<file path="src/rtl/evl_pkg.sv">
package evl_pkg;

  // number of granules that fit into a width in bits
  function automatic int unsigned gran_count(input int unsigned bits,
                                             input int unsigned gran_bits);
    return bits / gran_bits;
  endfunction

  // ceiling log2, used for widths and shift amounts
  function automatic int unsigned clog2u(input int unsigned v);
    int unsigned r;
    r = 0;
    while ((32'd1 << r) < v) r++;
    return r;
  endfunction

endpackage

</file>
<file path="src/rtl/evl_ctrl_reg.sv">
module evl_ctrl_reg #(
  parameter int unsigned DATA_W  = 64,
  parameter int unsigned LEN_W   = 4,
  parameter int unsigned RST_LEN = 0
) (
  input  logic              clk,
  input  logic              rst,
  input  logic              wr_en,
  input  logic [DATA_W-1:0] wr_data,
  output logic [LEN_W-1:0]  req_q,
  output logic [LEN_W-1:0]  req_nxt,
  output logic [DATA_W-1:0] rd_data
);
  localparam int unsigned PAD_W = DATA_W - LEN_W;

  // upper bits are read-as-zero and write-ignored
  logic unused_hi;
  assign unused_hi = ^wr_data[DATA_W-1:LEN_W];

  // forward the incoming write so the resolver sees it at once
  assign req_nxt = wr_en ? wr_data[LEN_W-1:0] : req_q;

  always_ff @(posedge clk) begin
    if (rst) req_q <= LEN_W'(RST_LEN);
    else     req_q <= req_nxt;
  end

  assign rd_data = {{PAD_W{1'b0}}, req_q};

  // without a write strobe the stored request must not move
  a_r9_hold_without_write: assert property (@(posedge clk) disable iff (rst)
    !wr_en |=> $stable(req_q));

  // a write lands in the read port one edge later
  a_r2_read_back: assert property (@(posedge clk) disable iff (rst)
    wr_en |=> rd_data[LEN_W-1:0] == $past(wr_data[LEN_W-1:0]));

endmodule

</file>
<file path="src/rtl/evl_clamp.sv">
module evl_clamp #(
  parameter int unsigned LEN_W = 4,
  localparam int unsigned GW   = LEN_W + 1
) (
  input  logic [LEN_W-1:0] req,
  input  logic             cap_present,
  input  logic [LEN_W-1:0] cap_len,
  output logic [GW-1:0]    gran
);
  logic [GW-1:0] req_g;
  logic [GW-1:0] cap_g;

  assign req_g = {1'b0, req} + GW'(1);
  assign cap_g = {1'b0, cap_len} + GW'(1);

  // the higher level wins only when it is present and smaller
  always_comb begin
    if (cap_present && (req_g > cap_g)) gran = cap_g;
    else                                gran = req_g;
  end
endmodule

</file>
<file path="src/rtl/evl_round.sv">
module evl_round #(
  parameter int unsigned GW       = 5,
  parameter int unsigned MAX_GRAN = 16
) (
  input  logic [GW-1:0] gran_in,
  output logic [GW-1:0] gran_out
);
  localparam int unsigned NLVL = evl_pkg::clog2u(MAX_GRAN) + 1;

  logic [NLVL-1:0] reach;

  // one comparator per supported power-of-two length
  for (genvar i = 0; i < NLVL; i++) begin : g_lvl
    assign reach[i] = gran_in >= GW'(1 << i);
  end

  // the highest supported length reached wins
  always_comb begin
    gran_out = GW'(1);
    for (int i = 0; i < NLVL; i++) begin
      if (reach[i]) gran_out = GW'(1) << i;
    end
  end
endmodule

</file>
<file path="src/rtl/evl_resolver.sv">
module evl_resolver #(
  parameter int unsigned DATA_W    = 64,
  parameter int unsigned LEN_W     = 4,
  parameter int unsigned GRAN_BITS = 128,
  parameter int unsigned MAX_BITS  = 2048,
  parameter int unsigned RST_LEN   = 0,
  localparam int unsigned GW       = LEN_W + 1,
  localparam int unsigned BITS_W   = evl_pkg::clog2u((1 << LEN_W) * GRAN_BITS + 1)
) (
  input  logic              clk,
  input  logic              rst,
  input  logic              wr_en,
  input  logic [DATA_W-1:0] wr_data,
  output logic [DATA_W-1:0] rd_data,
  input  logic              cap_present,
  input  logic [LEN_W-1:0]  cap_len,
  input  logic              strm_active,
  input  logic [LEN_W-1:0]  strm_len,
  output logic [GW-1:0]     eff_gran,
  output logic [BITS_W-1:0] eff_bits
);
  localparam int unsigned MAX_GRAN = evl_pkg::gran_count(MAX_BITS, GRAN_BITS);
  localparam int unsigned GSH      = evl_pkg::clog2u(GRAN_BITS);

  logic [LEN_W-1:0] req_q;
  logic [LEN_W-1:0] req_nxt;
  logic [GW-1:0]    clamped;
  logic [GW-1:0]    rounded;
  logic [GW-1:0]    sel_gran;

  evl_ctrl_reg #(.DATA_W(DATA_W), .LEN_W(LEN_W), .RST_LEN(RST_LEN)) u_reg (
    .clk(clk), .rst(rst), .wr_en(wr_en), .wr_data(wr_data),
    .req_q(req_q), .req_nxt(req_nxt), .rd_data(rd_data)
  );

  evl_clamp #(.LEN_W(LEN_W)) u_clamp (
    .req(req_nxt), .cap_present(cap_present), .cap_len(cap_len), .gran(clamped)
  );

  evl_round #(.GW(GW), .MAX_GRAN(MAX_GRAN)) u_round (
    .gran_in(clamped), .gran_out(rounded)
  );

  // streaming mode bypasses the control word entirely
  assign sel_gran = strm_active ? ({1'b0, strm_len} + GW'(1)) : rounded;

  always_ff @(posedge clk) begin
    if (rst) begin
      eff_gran <= GW'(1);
      eff_bits <= BITS_W'(GRAN_BITS);
    end else begin
      eff_gran <= sel_gran;
      eff_bits <= BITS_W'(sel_gran) << GSH;
    end
  end

  // outside streaming the result is a single supported power of two
  a_r3_power_of_two: assert property (@(posedge clk) disable iff (rst)
    !strm_active |=> $onehot(eff_gran));

  a_r3_within_max: assert property (@(posedge clk) disable iff (rst)
    !strm_active |=> eff_gran <= GW'(MAX_GRAN));

  // an active cap bounds the result
  a_r4_cap_bound: assert property (@(posedge clk) disable iff (rst)
    (cap_present && !strm_active) |=> eff_gran <= ({1'b0, $past(cap_len)} + GW'(1)));

  // streaming length passes straight through
  a_r6_stream_pass: assert property (@(posedge clk) disable iff (rst)
    strm_active |=> eff_gran == ({1'b0, $past(strm_len)} + GW'(1)));

  // a write bounds the result already at the next cycle
  a_r7_write_visible: assert property (@(posedge clk) disable iff (rst)
    (wr_en && !strm_active) |=> eff_gran <= ({1'b0, $past(wr_data[LEN_W-1:0])} + GW'(1)));

endmodule

</file>
<file path="config.mk">
export PLATFORM = sky130hd
export DESIGN_NAME = evl_resolver
export DESIGN_NICKNAME = d
export VERILOG_FILES = /design/src/rtl/evl_pkg.sv /design/src/rtl/evl_ctrl_reg.sv /design/src/rtl/evl_clamp.sv /design/src/rtl/evl_round.sv /design/src/rtl/evl_resolver.sv
export SDC_FILE = /design/constraint.sdc
export NUM_CORES = 1
export LEC_CHECK = 0
export BUFFER_PORTS_ARGS = -buffer_cell sky130_fd_sc_hd__clkbuf_2
export CORE_MARGIN = 8
export CORE_UTILIZATION = 34
export CTS_CLUSTER_DIAMETER = 200
export DETAILED_ROUTE_END_ITERATION = 7
export HOLD_SLACK_MARGIN = 0.15
export PLACE_DENSITY = 0.82
export SYNTH_ARGS = -nofsm -noshare
export SYNTH_HDL_FRONTEND = slang
export SYNTH_SLANG_ARGS = --single-unit
</file>
<file path="constraint.sdc">
create_clock -name clk -period 3.81 [get_ports clk]
set_clock_uncertainty 0.2 [all_clocks]
set_input_delay 0.1905 -clock clk [delete_from_list [all_inputs] [get_ports clk]]
set_output_delay 0.1905 -clock clk [all_outputs]
set_load 0.005 [all_outputs]
</file>
After elaboration in Yosys (flattened, before gate mapping) --
Index checks and enable logic that the tools add are counted.
Cells by class: $add $sub $neg 3, magnitude comparators 5, multiplexer cells 7, reductions and logical operators 1
Operators with widths (number):
- adder 4 x 1 -> 5 bit (second input constant) | 3
- 2-to-1 mux 5 bit | 3
- 2-to-1 mux 4 bit | 2
- >= comparator 5 x 2 -> 1 bit (second input constant) | 1
- >= comparator 5 x 3 -> 1 bit (second input constant) | 1
- >= comparator 5 x 4 -> 1 bit (second input constant) | 1
- >= comparator 5 bit (second input constant) | 1
- greater-than comparator 5 bit | 1
- 2-to-1 mux 3 bit | 1
- 2-to-1 mux 2 bit | 1
- logical AND 1 bit | 1
Storage, ports and cells: bits in registers 16, bits of input ports 77, output and inout port bits 81, word-level logic and storage cells 19

Longest topological paths before layout --
Gate-level depths: netlist (run 1).
word-level depth 11, mapped depth 11, mapped depth without buffers 10

Modules after synthesis --
Synthesis (run 1) repeated with hierarchy kept, for this count alone.
Second synthesis, totals: cells, all modules 149, area total of the unflattened synthesis 1266.2 um2
By module, submodules not included:
- evl_ctrl_reg | instances 1, cells each 77, area each 634.4 um2, sequential area each 80.1 um2
- evl_resolver | instances 1, cells each 35, area each 312.8 um2, sequential area each 100.1 um2
- evl_clamp | instances 1, cells each 32, area each 274.0 um2, sequential area each 0.0 um2
- evl_round | instances 1, cells each 5, area each 45.0 um2, sequential area each 0.0 um2

Worst setup path after synthesis (run 1) --
OpenSTA, ideal clock, no wires.
path type in2reg, start input port wr_en, end register eff_bits[8], library setup time 0.091 ns, data arrival time 2.511 ns, required time 3.519 ns, slack 1.008 ns, stages on the path 11, path buffers 1, cell sequence buf_4 > mux2_2 > ha_1 > nand2_1 > inv_1 > ha_1 > and3_1 > nand3_1 > o211ai_4 > or4_1 > a311oi_1
On the way: longest elaborated chain between the ends 11, elaborated cells between the ends (all ways) 14, those cells by class add/sub: 1; order compare: 5; mux: 7; reduce/logical: 1
RTL lines:
- start, declared | line evl_resolver.sv:12 | input logic wr_en,
- 2-to-1 mux 4 bit * | line evl_ctrl_reg.sv:21 | assign req_nxt = wr_en ? wr_data[LEN_W-1:0] : req_q;
- via req_nxt[0] | line evl_resolver.sv:26 | logic [LEN_W-1:0] req_nxt;
- adder 4 x 1 -> 5 bit * | line evl_clamp.sv:13 | assign req_g = {1'b0, req} + GW'(1);
- greater-than comparator 5 bit | line evl_clamp.sv:18 | if (cap_present && (req_g > cap_g)) gran = cap_g;
- logical AND 1 bit | line evl_clamp.sv:18
- 2-to-1 mux 5 bit * | line evl_clamp.sv:18
- >= comparator 5 x 2 -> 1 bit | line evl_round.sv:14 | assign reach[i] = gran_in >= GW'(1 << i);
- 2-to-1 mux 2 bit | line evl_round.sv:21 | if (reach[i]) gran_out = GW'(1) << i;
- 2-to-1 mux 3 bit | line evl_round.sv:21
- 2-to-1 mux 4 bit | line evl_round.sv:21
- 2-to-1 mux 5 bit * | line evl_round.sv:21
- 2-to-1 mux 5 bit * | line evl_resolver.sv:45 | assign sel_gran = strm_active ? ({1'b0, strm_len} + GW'(1)) : rounded;
- end signal, assigned | line evl_resolver.sv:50 | eff_bits <= BITS_W'(GRAN_BITS);
- end signal, assigned | line evl_resolver.sv:53 | eff_bits <= BITS_W'(sel_gran) << GSH;
- end, declared | line evl_resolver.sv:20 | output logic [BITS_W-1:0] eff_bits
Mark *: on every way through the listed nets, which the timed path passes. The rest lies on a longest branch. A chain may end at the register's enable or synchronous reset.

Worst setup path in the final report (run 1) --
start register u_reg.req_q[0], end register eff_bits[8]
On the way: longest elaborated chain between the ends 11, elaborated cells between the ends (all ways) 14, those cells by class add/sub: 1; order compare: 5; mux: 7; reduce/logical: 1
RTL lines:
- start, declared | line evl_ctrl_reg.sv:10 | output logic [LEN_W-1:0] req_q,
- start signal, assigned | line evl_ctrl_reg.sv:24 | if (rst) req_q <= LEN_W'(RST_LEN);
- start signal, assigned | line evl_ctrl_reg.sv:25 | else req_q <= req_nxt;
- 2-to-1 mux 4 bit * | line evl_ctrl_reg.sv:21
- via req_nxt[0] | line evl_resolver.sv:26
- adder 4 x 1 -> 5 bit * | line evl_clamp.sv:13
- greater-than comparator 5 bit | line evl_clamp.sv:18
- logical AND 1 bit | line evl_clamp.sv:18
- 2-to-1 mux 5 bit * | line evl_clamp.sv:18
- >= comparator 5 x 2 -> 1 bit | line evl_round.sv:14
- 2-to-1 mux 2 bit | line evl_round.sv:21
- 2-to-1 mux 3 bit | line evl_round.sv:21
- 2-to-1 mux 4 bit | line evl_round.sv:21
- 2-to-1 mux 5 bit * | line evl_round.sv:21
- 2-to-1 mux 5 bit * | line evl_resolver.sv:45
Marked as above.

==> results of run 1 <==
-- cell type report --
class | instances | area (sq um) | area share
Clock buffer | 4 | 45.0 | 0.0325
Sequential cell | 9 | 180 | 0.130
Tap cell | 50 | 62.6 | 0.0452
Timing Repair Buffer | 39 | 240 | 0.174
Inverter | 4 | 15.0 | 0.0108
Multi-Input combinational cell | 147 | 841 | 0.608
-- worst paths after layout --
path,from,to,slack (ns)
max,u_reg.req_q[0]$_SDFF_PP0_,eff_bits[8]$_SDFF_PP0_,0.38
min,wr_data[1],u_reg.req_q[1]$_SDFF_PP0_,0.17
max reg2reg,u_reg.req_q[0]$_SDFF_PP0_,eff_bits[8]$_SDFF_PP0_,0.38
min reg2reg,u_reg.req_q[1]$_SDFF_PP0_,u_reg.req_q[1]$_SDFF_PP0_,0.49
-- state kept, by name (all words and copies together), names as in the netlist --
signal	count
eff_bits	5
u_reg.req_q	4
-- cells in the final DEF, fill, tap and decap left out --
cell,n
dlygate4sd3_1,9
ha_1,8
inv_1,4
xor2_1,6
o21a_1,1
nor2_1,7
or4_1,2
o31a_1,2
a21boi_0,2
a21oi_2,1
dfxtp_1,9
clkbuf_8,3
a311oi_1,1
mux2i_1,3
nor3_1,2
o21ai_0,1
a32o_1,1
mux2_2,2
and3_2,1
clkbuf_2,30
and3_1,1
nand3b_1,3
nor2b_1,4
clkbuf_1,1
o211ai_4,1
conb_1,67
xnor2_1,3
a21o_1,1
nand2_1,6
nand3_1,8
a22oi_1,1
a31oi_1,2
a21oi_1,6
nor3b_1,3
or3b_1,1
-- cell families after synthesis --
family | count (synthesis) | synth area share
other | 1 | 0.00279
AOI/OAI and AO/OA | 20 | 0.113
and+or+nand+nor | 38 | 0.154
adders and majority gates | 8 | 0.0745
muxes | 5 | 0.0391
xor gates and xnor gates | 9 | 0.0587
DFF | 9 | 0.134
buffers and inverters | 79 | 0.425
-- worst min-delay path, stage by stage --
cell,delay [ns]
clkbuf_2,0.10
mux2_2,0.16
nor2b_1,0.12
-- power by group through the flow --
stage	clock, mW	combinational [mW]	sequential (mW)
floorplan	0	0.139	0.109
global placement	0	0.116	0.109
detailed placement	0	0.119	0.109
CTS	0.115	0.129	0.107
global route	0.116	0.148	0.108
finish	0.111	0.131	0.107
-- layer usage --
metal  part of all wire  routed length [um]  track usage  vias up
met5                  0                   0            0        -
met4              0.014                  40       0.0444        0
met3              0.086                 238       0.0158        2
met2               0.54                1490        0.146       45
met1               0.36                 995       0.0782      433
li1                   -                   -            -      496
-- through the flow --
| step | util | power, mW | setup slack, ns | hold slack [ns] | std cells |
|---|---|---|---|---|---|
| 2_1_floorplan | - | 0.248 | 1.01 | 0.138 | 235 |
| 3_3_place_gp | 0.319 | 0.225 | 0.747 | 0.312 | 240 |
| 3_5_place_dp | 0.319 | 0.228 | 0.739 | 0.316 | 240 |
| 4_1_cts | 0.354 | 0.350 | 0.384 | 0.177 | 253 |
| 5_1_grt | 0.354 | 0.372 | 0.221 | 0.215 | 253 |
| 6_report | 0.354 | 0.348 | 0.379 | 0.174 | 253 |
-- repair_timing --
| item | 4_1_cts | 5_1_grt |
|---|---|---|
| endpoints found under the hold margin | 9 | 0 |
| endpoints found under the setup margin | 0 | 0 |
| hold buffers | 9 | 0 |
==> run metrics, run 1 <==
Tmin final=3.43 ns; CTS tree=built; CTS Buffer Depth=2; setup tns final=0 ns; CTS root buffer=clkbuf_8; gpl congestion=between 0.7 and 0.8; Routed WL per cell=between 10 and 15 um; antenna cells=0; Mapped Area=0.00134 sq mm; Site Rows=23; CTS Buf Count=3; Clock power frac=0.317; FFs w/ async S/R, synth=0; DR iter-0 viols=25; Synth Instances=around 170; post-CTS sizing=0; critical-path cell list=mux2_2, ha_1, nand2_1, inv_1, ha_1, and3_1, nand3_1, o211ai_4, or4_1, a311oi_1, dlygate4sd3_1; H-Tree Depth=1; top cell family by delay on the critical path=simple AND/OR/NAND/NOR gates; Top FF cell, synth=dfxtp_1; Synth area leader=buf_4; Worst path max stage delay=~0.57 ns; antenna violations before repair=0; Yosys reg bits=9; syn avg cell area=7.95 sq um; routed vias=976; Gate power share=0.376; setup violators final=0; Psw=roughly 0.12 mW; worst hold-check path type=in2reg; Period Utilization, post-route=0.901; Critical Path Start Type=flop; Post-synth EDFFs=0; Internal=roughly 0.23 mW; Yosys top cell area share=0.408; die extent in x=between 70 and 80 um; DRC errors left=0; Critical Path Sink Type=flop; top cells by area, synth=buf_4, dfxtp_1, ha_1; peak supply drop=between 0.07 and 0.08 mV; Critical Path Stages=11; drt pass-1 iters=4; final hold violation count=0; r2r worst-path depth=11; Max-Cap Viols=0; DR vias/cell=between 3 and 4; Leak=approximately 0.74 nW; Post-DP HPWL=between 2000 and 2500 um; # IOs=roughly 160; CP Class=reg2reg; Sink Count=9; clk slew on worst S/H paths=approximately 0.050 ns; core box area=0.00391 sq mm; area delta synth->final=2.98%; top-count cell post-synth=buf_4; number of global-route vias before repair=slightly above 900; outcome=completed; Design Area, Final=between 0.001 and 0.0015 sq mm; post-CTS setup buffer count=0; die area=between 0.006 and 0.007 sq mm; fmax=between 200 and 300 MHz; GRT Overall Usage=0.0779; Power Density=252 mW/mm^2; first-pass GRT wire length=around 4000 um; unrepaired setup endpoints after global routing=false; CP arrival=about 3.4 ns; Crit path top cell by count=ha_1; commonest cells in the netlist=buf_4, dfxtp_1, ha_1, nand3_1, nor2_1; Unique masters post-synth=33; fill cell count=approximately 430; largest net degree at the start of global routing=11; Placed Area=around 0.0012 sq mm; port bufs=30; hold path cells=3; Die H=78.9 um; Routed WL=around 2800 um; gr ovfl total=0; layout cell share with drive strength beyond 1=0.187; register area share after synthesis=0.134; Net Sw Frac=0.336; max-slew violations=0; sequential share of power=0.307; Post-layout nets=289; worst endpoint required time=about 3.8 ns; Crit Path Max Fanout=9; worst-skew pair later-pin latency=about 0.23 ns; antenna-violating nets left=0; WP buf/inv=2; Initial Util=0.343; CP max stage cell=dlygate4sd3_1; yosys warns=0
Note: power is estimated with default switching activity, not from simulation.
==> run 2, diff against run 1 <==
==> constraint.sdc (replaced) <==
create_clock -name clk -period 3.81 [get_ports clk]
set_clock_uncertainty 0.2 [all_clocks]
set_input_delay 0.381 -clock clk [delete_from_list [all_inputs] [get_ports clk]]
set_output_delay 0.381 -clock clk [all_outputs]
set_load 0.005 [all_outputs]
==> run metrics, run 2 (synthesis results as in run 1) <==
outcome=completed; gr ovfl total=0 (unchanged); cts hold-fix bufs=0 (-9); port bufs=30 (unchanged); most frequent cells in the layout=conb_1, clkbuf_2, dfxtp_1; Period Utilization, post-route=0.789 (-0.112); Initial Util=0.343 (unchanged); critical-path cell list=clkbuf_2, mux2_2, ha_1, nand2_1, inv_1, ha_1, and3_1, nand3_1, o211ai_4, or4_1, a311oi_1; Site Rows=23 (unchanged); Largest register FFs=5 (unchanged); die extent in x=78.9 um (unchanged); Post-layout nets=280 (-3.1%); Hold Path End=eff_bits[8]$_SDFF_PP0_; CP arrival=2.95 ns (-0.45 ns); post-CTS sizing=0 (unchanged); area delta synth->final=-3.72%; CTS Buffer Depth=2 (unchanged); min-delay src=rst; antenna cells=0 (unchanged); final hold violation count=0 (unchanged); clk slew on worst S/H paths=0.05 ns (about the same); max-slew violations=0 (unchanged); CP max stage cell=or4_1; number of global-route vias before repair=907 (-2.3%); worst-skew pair later-pin latency=0.23 ns (about the same); DRC errors left=0 (unchanged); antenna-violating nets left=0 (unchanged); DR iter-0 viols=31 (+24%); Crit path top cell by count=ha_1; post-CTS setup buffer count=0 (unchanged); CP Class=in2reg; Routed WL=2680 um (-3.1%); setup tns final=0 ns (unchanged); commonest non-fill, non-tap cell in the layout=conb_1; Critical Path Start Type=primary input; unrepaired setup endpoints after global routing=false; antenna violations before repair=0 (unchanged); Max-Cap Viols=0 (unchanged); CTS root buffer=clkbuf_8; H-Tree Depth=1 (unchanged); Routed WL per cell=11.0 um (+0.46%); r2r worst-path depth=10 (-1); gpl congestion=0.786 (unchanged); DR vias/cell=3.87 (+0.40%); worst hold-check path type=in2reg; routed vias=945 (-3.2%); Die H=78.9 um (unchanged); largest net degree at the start of global routing=11 (unchanged); # IOs=158 (unchanged); layout cell share with drive strength beyond 1=0.196 (+0.00868); final core utilization=0.331 (-0.0230); first-pass GRT wire length=3840 um (-3.1%); Sink Count=9 (unchanged); hold path cells=2 (-1); Tot Pwr=0.341 mW (-2.2%); GRT Overall Usage=0.0753 (-0.00257); Power Density=263 mW/mm^2 (+4.6%); fmax=333 MHz (+14%); peak supply drop=0.0711 mV (about the same); die area=0.00622 sq mm (unchanged); Tmin final=3.01 ns (-0.426 ns); Leak=0.697 nW (-5.6%); core box area=0.00391 sq mm (unchanged); flop-to-flop setup slack=0.93 ns (+0.55 ns); setup violators final=0 (unchanged); Post-DP HPWL=2370 um (unchanged); CTS tree=built; worst endpoint required time=3.75 ns (-0.03 ns); Top Registers=eff_bits x5, u_reg.req_q x4; Largest Register=eff_bits; drt pass-1 iters=4 (unchanged); Crit Path Max Fanout=10 (+1); CTS Buf Count=3 (unchanged); Critical Path Sink Type=flop; Worst path max stage delay=0.48 ns (-0.09 ns); reg-to-reg endpoint=eff_bits[8]$_SDFF_PP0_; RR Startpoint=u_reg.req_q[0]$_SDFF_PP0_
==> run 2: changes by cell type in the layout (fill, tap and decap cells not counted), sizes merged <==
| cell | before | now |
|---|---|---|
| dlygate4sd3 | 9 | 0 |
==> run 2: final cells by class <==
class	instances	area, sq um
clock buffer	4	45.0
fill	443	2620
inverter	4	15.0
multi-input combinational	147	841
sequential	9	180
tap	50	62.6
timing repair buffer	30	150
==> run 2: worst max-delay path by stage <==
stage,start,endpoint,slack (ns)
CTS,wr_en,eff_bits[8]$_SDFF_PP0_,0.79
floorplan,wr_en,eff_bits[8]$_SDFF_PP0_,0.82
global placement,wr_en,eff_bits[8]$_SDFF_PP0_,0.56
global route,wr_en,eff_bits[8]$_SDFF_PP0_,0.64
detailed placement,wr_en,eff_bits[8]$_SDFF_PP0_,0.55
finish,wr_en,eff_bits[8]$_SDFF_PP0_,0.80
==> run 2: per-layer routing <==
metal	track usage	wire, um
met1	0.0756	972
met4	0.0444	40
met5	0	0
met3	0.0147	232
met2	0.141	1430
==> run 2: power by group <==
group,switching [mW],internal (mW),total [mW]
sequential,0.00519,0.102,0.107
combinational,0.0727,0.0500,0.123
clock,0.0381,0.0730,0.111
==> run 2: worst max-delay path: cells and delay by family <==
family / cells / cell delay [ns]
AOI/OAI and AO/OA: 2 / 0.40
adders and majority gates: 2 / 0.61
buffers and inverters: 2 / 0.25
muxes: 1 / 0.40
and+or+nand+nor: 4 / 0.92
==> run 2: stage by stage <==
stage / std cells / setup slack [ns] / instance area [sq um] / hold WS [ns]
final: 244 / 0.804 / 1290 / 0.267
after global routing: 244 / 0.636 / 1290 / 0.288
after detailed placement: 240 / 0.549 / 1250 / 0.405
after global placement: 240 / 0.557 / 1250 / 0.399
after floorplan: 235 / 0.817 / 1590 / 0.328
after CTS: 244 / 0.791 / 1290 / 0.265
